File: config.mk
export PLATFORM = sky130hd
export DESIGN_NAME = rsv_top
export DESIGN_NICKNAME = d
export VERILOG_FILES = /design/src/rtl/rsv_pkg.sv /design/src/rtl/rsv_chan_mask.sv /design/src/rtl/rsv_watchdog.sv /design/src/rtl/rsv_stretch.sv /design/src/rtl/rsv_top.sv
export SDC_FILE = /design/constraint.sdc
export NUM_CORES = 1
export LEC_CHECK = 0
export ABC_CLOCK_PERIOD_IN_PS = 6950
export CAP_MARGIN = 25
export CORE_ASPECT_RATIO = 0.75
export CORE_MARGIN = 5
export CORE_UTILIZATION = 54
export CTS_BUF_LIST = sky130_fd_sc_hd__clkbuf_16
export DETAILED_ROUTE_END_ITERATION = 12
export PLACE_DENSITY = 0.8
export RECOVER_POWER = 25
export SYNTH_ARGS = -nofsm -noshare
export SYNTH_HDL_FRONTEND = slang
export SYNTH_SLANG_ARGS = --single-unit
File: constraint.sdc
create_clock -name clk -period 6.95 [get_ports clk]
set_input_delay 2.085 -clock clk [delete_from_list [all_inputs] [get_ports clk]]
set_output_delay 2.085 -clock clk [all_outputs]
set_load 0.02 [all_outputs]
File: src/rtl/rsv_pkg.sv
package rsv_pkg;

    // Sources that can hold the supervised reset asserted.
    typedef struct packed {
        logic manual;   // manual request or block reset
        logic supply;   // enabled supply fault
        logic wdog;     // watchdog expiry
    } rsv_src_t;

    function automatic logic src_any(input rsv_src_t s);
        return s.manual | s.supply | s.wdog;
    endfunction

endpackage

File: src/rtl/rsv_chan_mask.sv
module rsv_chan_mask #(
    parameter int NCH = 4
) (
    input  logic [NCH-1:0] uv_flag,
    input  logic [NCH-1:0] ov_flag,
    input  logic [NCH-1:0] uv_en,
    input  logic [NCH-1:0] ov_en,
    output logic           fault_any
);

    logic [NCH-1:0] hit;

    for (genvar ch = 0; ch < NCH; ch++) begin : g_chan
        // each channel qualifies its own two fault polarities
        assign hit[ch] = (uv_flag[ch] & uv_en[ch]) | (ov_flag[ch] & ov_en[ch]);
    end

    assign fault_any = |hit;

endmodule

File: src/rtl/rsv_watchdog.sv
module rsv_watchdog #(
    parameter int WW = 24
) (
    input  logic          clk,
    input  logic          srst,
    input  logic          kick,
    input  logic          hold_clr,
    input  logic [WW-1:0] tmo,
    output logic          expire
);

    typedef struct packed {
        logic          kick_q;
        logic [WW-1:0] cnt;
    } wd_state_t;

    wd_state_t st_q, st_d;

    logic          fall;
    logic          restart;
    logic [WW-1:0] limit;

    always_comb begin
        st_d    = st_q;
        fall    = st_q.kick_q & ~kick;
        restart = hold_clr | fall;
        limit   = (tmo == '0) ? '0 : tmo - WW'(1);
        expire  = 1'b0;

        st_d.kick_q = kick;
        if (restart) begin
            st_d.cnt = '0;
        end else if (st_q.cnt >= limit) begin
            expire   = 1'b1;
            st_d.cnt = '0;
        end else begin
            st_d.cnt = st_q.cnt + WW'(1);
        end
    end

    always_ff @(posedge clk) begin
        if (srst) begin
            st_q.kick_q <= 1'b1;   // no edge seen out of reset
            st_q.cnt    <= '0;
        end else begin
            st_q <= st_d;
        end
    end

endmodule

File: src/rtl/rsv_stretch.sv
module rsv_stretch
    import rsv_pkg::*;
#(
    parameter int TW = 16
) (
    input  logic          clk,
    input  logic          srst,
    input  rsv_src_t      src,
    input  logic [TW-1:0] tmo,
    output logic          asserted,
    output logic          hold,
    output logic [TW-1:0] cnt
);

    typedef struct packed {
        logic          asrt;
        logic          hold;
        logic [TW-1:0] cnt;
    } st_t;

    st_t st_q, st_d;

    always_comb begin
        st_d = st_q;
        if (src_any(src)) begin
            st_d.asrt = 1'b1;
            st_d.cnt  = tmo;
            if (src.manual) begin
                st_d.hold = 1'b1;
            end
        end else if (st_q.asrt) begin
            if (st_q.cnt <= TW'(1)) begin
                st_d.asrt = 1'b0;
                st_d.hold = 1'b0;
                st_d.cnt  = '0;
            end else begin
                st_d.cnt = st_q.cnt - TW'(1);
            end
        end
    end

    always_ff @(posedge clk) begin
        if (srst) begin
            st_q.asrt <= 1'b1;
            st_q.hold <= 1'b1;
            st_q.cnt  <= tmo;
        end else begin
            st_q <= st_d;
        end
    end

    assign asserted = st_q.asrt;
    assign hold     = st_q.hold;
    assign cnt      = st_q.cnt;

endmodule

File: src/rtl/rsv_top.sv
module rsv_top
    import rsv_pkg::*;
#(
    parameter int NCH = 4,
    parameter int TW  = 16,
    parameter int WW  = 24
) (
    input  logic           clk,
    input  logic           srst,
    input  logic           man_rst_n,
    input  logic           wd_kick,
    input  logic [NCH-1:0] uv_flag,
    input  logic [NCH-1:0] ov_flag,
    input  logic [NCH-1:0] uv_en,
    input  logic [NCH-1:0] ov_en,
    input  logic [TW-1:0]  rst_tmo,
    input  logic [WW-1:0]  wd_tmo,
    output logic           sup_rst_n,
    output logic           seq_hold
);

    logic          fault_any;
    logic          wd_expire;
    logic          asserted;
    logic [TW-1:0] tmo_cnt;
    rsv_src_t      src;

    rsv_chan_mask #(.NCH(NCH)) u_mask (
        .uv_flag   (uv_flag),
        .ov_flag   (ov_flag),
        .uv_en     (uv_en),
        .ov_en     (ov_en),
        .fault_any (fault_any)
    );

    rsv_watchdog #(.WW(WW)) u_wdog (
        .clk      (clk),
        .srst     (srst),
        .kick     (wd_kick),
        .hold_clr (asserted),
        .tmo      (wd_tmo),
        .expire   (wd_expire)
    );

    always_comb begin
        src.manual = ~man_rst_n;
        src.supply = fault_any;
        src.wdog   = wd_expire;
    end

    rsv_stretch #(.TW(TW)) u_stretch (
        .clk      (clk),
        .srst     (srst),
        .src      (src),
        .tmo      (rst_tmo),
        .asserted (asserted),
        .hold     (seq_hold),
        .cnt      (tmo_cnt)
    );

    assign sup_rst_n = ~asserted;

endmodule

=== Yosys cells after proc, flatten, opt, wreduce, memory -nomap -nowiden ===
Index checks and enable logic that the tools add are counted.

* Flip-flop bits (word level): 43
* Bits of input ports: 60
* Output and inout bits: 2
* Logic and storage cells: 47

* Add/subtract/negate cells: 3
* Order comparisons: 2
* Eq/ne operators: 1
* Multiplexer cells: 9
* Bitwise operators: 19
* Reduce and logical (&&, ||, !) cells: 8

{| class="wikitable"
|+ Operators by type and width
! cell !! number
|-
| 2-to-1 mux 16 bit || 2
|-
| adder 24 x 1 -> 24 bit, second input constant || 1
|-
| >= comparator 24 bit || 1
|-
| zero test 24 bit || 1
|-
| 2-to-1 mux 24 bit || 1
|-
| subtractor 24 x 1 -> 24 bit, second input constant || 1
|-
| 2-to-1 mux 18 bit || 1
|-
| 2-to-1 mux 17 bit || 1
|-
| <= comparator 16 x 1 -> 1 bit, second input constant || 1
|-
| subtractor 16 x 1 -> 16 bit, second input constant || 1
|-
| AND 1 bit || 9
|-
| OR 1 bit || 7
|-
| nonzero test 2 bit || 2
|-
| OR reduction 4 bit || 1
|-
| 2-to-1 mux 1 bit || 3
|-
| inverter 1 bit || 3
|-
| AND reduction 3 bit || 1
|-
| nonzero test 3 bit || 1
|-
| OR reduction 3 bit || 1
|-
| 2-to-1 mux 2 bit || 1
|-
| != test 2 bit, second input constant || 1
|-
| OR reduction 2 bit || 1
|}

=== Longest topological paths before layout ===
* Depth after elaboration: 8
* Gate-level depth with buffers: 13

=== By module ===
Synthesis repeated with hierarchy kept, for this count alone.

* Cells, all modules: 382
* Area total of the unflattened synthesis: 3260.6 µm²

{| class="wikitable"
|+ Modules (own cells, without submodules)
! module !! times used !! cells each !! area each (µm²)
|-
| rsv_watchdog || 1 || 272 || 2169.6
|-
| rsv_stretch || 1 || 103 || 1047.3
|-
| rsv_chan_mask || 1 || 5 || 36.3
|-
| rsv_top || 1 || 2 || 7.5
|}

=== Least setup slack after synthesis ===
Ideal clock, no wire load.

* Path kind: input port to flip-flop
* From: input wd_tmo[10]
* To: register, netlist name u_stretch.cnt[0]
* Arrival: 5642 ps
* Data required time: 6556 ps
* Path slack: 913 ps
* Stages on the path: 12
* Path buffers: 1
* Path through: or4_1 buf_2 or3_1 or3_4 nor2_4 mux2i_1 ha_1 nand4_1 nor4_1 and4_1 a211oi_4 o211ai_1

* Longest elaborated chain between the ends: 7
* Elaborated cells between the ends (all ways): 8
* Classes of those cells: add/sub (1); order compare (1); mux (3); bitwise (1); reduce/logical (2)

{| class="wikitable"
|+ RTL lines
! element !! RTL line !! text
|-
| start: declaration || rsv_top.sv:17 || <nowiki>input logic [WW-1:0] wd_tmo,</nowiki>
|-
| subtractor 24 x 1 -> 24 bit or zero test 24 bit (tied branches) || rsv_watchdog.sv:27 || <nowiki>limit = (tmo == '0) ? '0 : tmo - WW'(1);</nowiki>
|-
| 2-to-1 mux 24 bit (*) || rsv_watchdog.sv:27 ||
|-
| >= comparator 24 bit (*) || rsv_watchdog.sv:33 || <nowiki>end else if (st_q.cnt >= limit) begin</nowiki>
|-
| 2-to-1 mux 1 bit (*) || rsv_watchdog.sv:33 ||
|-
| 2-to-1 mux 1 bit (*) || rsv_watchdog.sv:31 || <nowiki>if (restart) begin</nowiki>
|-
| OR 1 bit (*) || rsv_pkg.sv:11 || <nowiki>return s.manual | s.supply | s.wdog;</nowiki>
|-
| nonzero test 3 bit (no line) (*) || - ||
|}

Mark *: on every way between the ends. The rest lies on a longest branch, timed or not.
A chain may end at the register's enable or synchronous reset.

=== Worst setup path in the final report ===
* From: input wd_tmo[7]
* To: register, netlist name u_stretch.cnt[2]

* Longest elaborated chain between the ends: 8
* Elaborated cells between the ends (all ways): 9
* Classes of those cells: add/sub (1); order compare (1); mux (5); bitwise (1); reduce/logical (1)

{| class="wikitable"
|+ RTL lines
! element !! RTL line !! text
|-
| subtractor 24 x 1 -> 24 bit or zero test 24 bit (tied branches) || rsv_watchdog.sv:27 ||
|-
| 2-to-1 mux 24 bit (*) || rsv_watchdog.sv:27 ||
|-
| >= comparator 24 bit (*) || rsv_watchdog.sv:33 ||
|-
| 2-to-1 mux 1 bit (*) || rsv_watchdog.sv:33 ||
|-
| 2-to-1 mux 1 bit (*) || rsv_watchdog.sv:31 ||
|-
| OR 1 bit (*) || rsv_pkg.sv:11 ||
|-
| 2-to-1 mux 17 bit (*) || rsv_stretch.sv:25 || <nowiki>if (src_any(src)) begin</nowiki>
|-
| 2-to-1 mux 16 bit (*) || rsv_stretch.sv:43 || <nowiki>if (srst) begin</nowiki>
|}

Marks and branches as above.

==> results.txt <==
----------------------------------------------------
[Run status]
  Result of the run ... finished clean

[Setup path]
  Launch point of the worst path ... wd_tmo[7]
  Sort of element at the start of the critical path ... primary input
  Cell Chain, Critical Path ... dlygate4sd3_1 > or4_1 > nor4_4 > nand3_1 > buf_4 > nand2_1 > ha_1 > a21o_1 > a221o_1 > a221o_1 > a211oi_4 > clkbuf_1 > o211ai_1
  Worst Path Max Fanout ... 22
  Worst path required time ... about 6.9 ns
  Endpoint arrival time on the critical path ... about 6.6 ns
  Reg2reg start ... u_wdog.st_q[11]
  Crit Path Category ... in2reg
  Delay contributed by the slowest stage of the critical path ... ~0.70 ns
  Critical-path cell with the highest stage delay ... sky130_fd_sc_hd__clkbuf_1
  Most prevalent standard cell on the critical path ... sky130_fd_sc_hd__a221o_1
  Critical Path Sink Type ... flip-flop

[STA]
  Clock period minus final worst setup slack ... 6.600 ns
  Max Slew Vio Count ... 0
  RSZ-0062 raised after global routing ... no
  Fmax ... 151.5 MHz
  Final number of setup-violating endpoints ... 0
  Share of the clock period used by the worst path ... 0.9497
  Max-slew headroom ... 0.4043
  Final hold vios ... 0
  Layout Skew ... ~0.0032 ns
  Measured slew at the worst slew-check pin ... 0.8936 ns
  Setup TNS ... 0 ns

[Logic synthesis]
  Avg Inst Size Synth ... between 8 and 9 um2
  Post-synthesis share of cell area spent on and, or, nand and nor gates ... 0.3003
  Number of nets in the synthesized netlist ... between 500 and 600
  Dominant combinational cell family by area after synthesis ... simple AND/OR/NAND/NOR gates
  Post-synthesis mux area share ... 0.002905
  Warnings, synthesis ... 0
  Share of the synthesized netlist area taken by xor and xnor gates ... 0.1322
  Yosys top cell by area ... sky130_fd_sc_hd__dfxtp_1
  Top-area cell type share of the netlist area ... 0.1569
  Count of unique library cells instantiated by Yosys ... 47
  Area of the mapped netlist ... 3446 um2
  Adder and majority cell fraction of the synthesized area ... 0.1053
  Number of instances in the synthesized netlist ... 426
  Most used DFF post-synth ... sky130_fd_sc_hd__dfxtp_1
  Number of enable flip-flop cells after synthesis ... 16
  Flip-flop and latch count after synthesis ... 43
  FFs w/ async S/R, synth ... 0
  Cell types with the largest area share after synthesis ... sky130_fd_sc_hd__dfxtp_1 (16%), sky130_fd_sc_hd__edfxtp_1 (14%), sky130_fd_sc_hd__ha_1 (11%), sky130_fd_sc_hd__xnor2_1 (8.4%), sky130_fd_sc_hd__nand2_1 (7.0%)
  Sequential cell area fraction in the yosys report ... 0.2963
  Complex-gate fraction of the synthesized area ... 0.1253

[Route]
  Remaining antenna violation count ... 0
  First-iteration detailed-routing DRC count ... 171
  Detailed-routing iteration count for the pre-antenna-repair pass ... 5
  Post-DR wirelength/cell ... roughly 16 um
  DRC viols ... 0
  Total vias in the final route ... roughly 3400
  Detailed-route wire length ... roughly 9000 um
  Post-detailed-route via-to-cell ratio ... 5.966

[Final layout]
  Layout overhead on the synthesized area ... 24.69%
  Top library cells by usage in the layout, fill and taps aside ... sky130_fd_sc_hd__nand2_1 (64), sky130_fd_sc_hd__clkdlybuf4s50_1 (56), sky130_fd_sc_hd__nor2_1 (43)
  NumNets Final ... 574
  Most common cell after layout, fill and taps aside ... sky130_fd_sc_hd__nand2_1
  Antenna cells ... 0
  Final std cell area, no fill ... around 4300 um2
  Layout fillers ... approximately 520
  Final core utilization ... 0.6868
  Proportion of layout cells with a drive suffix above 1 ... 0.03498

[Global routing]
  Aggregate global routing overflow ... 0
  Global-route usage over all layers ... 0.2240
  Pin count of the biggest net entering global routing ... 25
  First-pass GRT wire length ... 14660 um
  Vias in the first global route ... between 3000 and 4000
  Antenna violations before repair ... 0

[Clock network]
  Number of gates resized after cts ... 0
  Clock buffers created by TritonCTS ... 5
  Clock-pin slew on the worst setup and hold paths ... around 0.060 ns
  CTS H-tree lvls ... 2
  CTS max path bufs ... 2
  Cell at the root of the clock tree ... sky130_fd_sc_hd__clkbuf_16
  Number of hold-repair buffers added at the cts stage ... 0
  Number of sinks handled by clock tree synthesis ... 43
  Postcts setup bufs ... 0
  TritonCTS clock tree ... built
  Worst skew pair latency ... ~0.28 ns

[Power]
  Total power divided by cell area ... around 150 nW/um2
  Leakage component of the power ... between 1.5 and 2 nW
  Combinational share of power ... 0.142
  Cell-internal power ... between 0.4 and 0.5 mW
  Relative contribution of sequential cells to total power ... 0.440
  Worst voltage drop across the vdd grid ... roughly 0.13 mV
  Clock share of power ... 0.418
  Switching power summed over all nets ... between 0.1 and 0.15 mW
  Switching part of the total power ... 0.2222

[Placed design]
  I/O Buffers ... 61
  Gpl congestion ... roughly 0.9
  Detail Placement HPWL ... roughly 7000 um
  Post-detailed-placement cell area ... approximately 4100 um2

[Floorplan]
  IO Count ... between 60 and 70
  Width of the die ... around 100 um
  Die area ... just over 8000 um2
  Initial Utilization ... 0.5508
  Chip Height ... about 79 um
  Row count ... 25
  Std-Cell Core Area ... 6256 um2

[Job]
  Maxcap violations ... 0

[Min path]
  Hold/Removal Path Class ... reg2reg
  HP Start ... u_stretch.hold

----------------------------------------------------
==> path summary, 6_finish.rpt <==
check	end	slack, ns	cells past startpoint
max	u_stretch.cnt[2]	0.35	13
min	u_stretch.hold	0.46	2
max reg2reg	u_stretch.cnt[2]	3.90	7
min reg2reg	u_stretch.hold	0.46	2
==> registers in the layout (all words and copies together) (netlist names) <==
name and count:
u_wdog.st_q 25, u_stretch.hold 1, u_stretch.cnt 16, u_stretch.asserted 1
==> worst max-delay path: cells and delay by family <==
kind | cells | cell delay, ns
AOI/OAI and AO/OA | 5 | 1.34
and+or+nand+nor | 4 | 1.37
adders and majority gates | 1 | 0.24
buffers and inverters | 3 | 1.55
==> power by group through the flow <==
| stage | Sequential [mW] | Combinational, mW | Clock, mW |
|---|---|---|---|
| after global routing | 0.276 | 0.0984 | 0.276 |
| after global placement | 0.280 | 0.0861 | 0 |
| after detailed placement | 0.281 | 0.0887 | 0 |
| after CTS | 0.275 | 0.0896 | 0.265 |
| final | 0.276 | 0.0892 | 0.262 |
| after floorplan | 0.279 | 0.0405 | 0 |
==> cell families after synthesis <==
kind of cell | count (synthesis)
AOI/OAI and AO/OA | 60
xor gates and xnor gates | 52
adders and majority gates | 29
buffers and inverters | 33
DFF | 43
muxes | 1
and+or+nand+nor | 208
==> metrics by stage <==
stage | power (mW) | setup slack [ns] | hold slack (ns) | cells
finish | 0.6263 | 0.3498 | 0.4618 | 567
global route | 0.6510 | 0.1684 | 0.4879 | 567
CTS | 0.6296 | 0.5559 | 0.4709 | 567
detailed placement | 0.3695 | 0.2954 | 0.4617 | 559
global placement | 0.3665 | 0.4963 | 0.4393 | 558
floorplan | 0.3192 | 0.9132 | 0.4258 | 426
==> synthesized netlist by cell type (all sizes together), types with 2 or more instances <==
library cell	number
or4	4
o211ai	18
xnor2	33
or3	4
o31ai	3
ha	29
clkbuf	9
dfxtp	27
buf	5
a31oi	7
nor3	17
a21o	4
nor2	44
o21ai	6
nand2b	6
and3	5
and2	3
o31a	2
nand3	31
edfxtp	16
inv	19
nand4	6
a22oi	2
a221o	2
xor2	19
and4	5
nand2	64
a21oi	10
nor4	13
==> metal layers <==
metal,wire [um],part of all wire,track usage
met3,522,0.058,0.04039
met1,4297,0.48,0.3191
met5,0,0,0
met2,4087,0.46,0.3528
met4,56,0.0062,0.04980
==> area by class of cell <==
| class | instances | area [um2] | area share |
|---|---|---|---|
| sequential | 43 | 1021 | 0.2376 |
| clock inverter | 3 | 38.79 | 0.009027 |
| multi-input combinational | 350 | 2295 | 0.5341 |
| tap | 81 | 101.3 | 0.02359 |
| timing repair buffer | 66 | 644.4 | 0.1500 |
| clock buffer | 5 | 125.1 | 0.02912 |
| inverter | 19 | 71.32 | 0.01660 |
No activity file was read; power rests on OpenSTA's default activity.
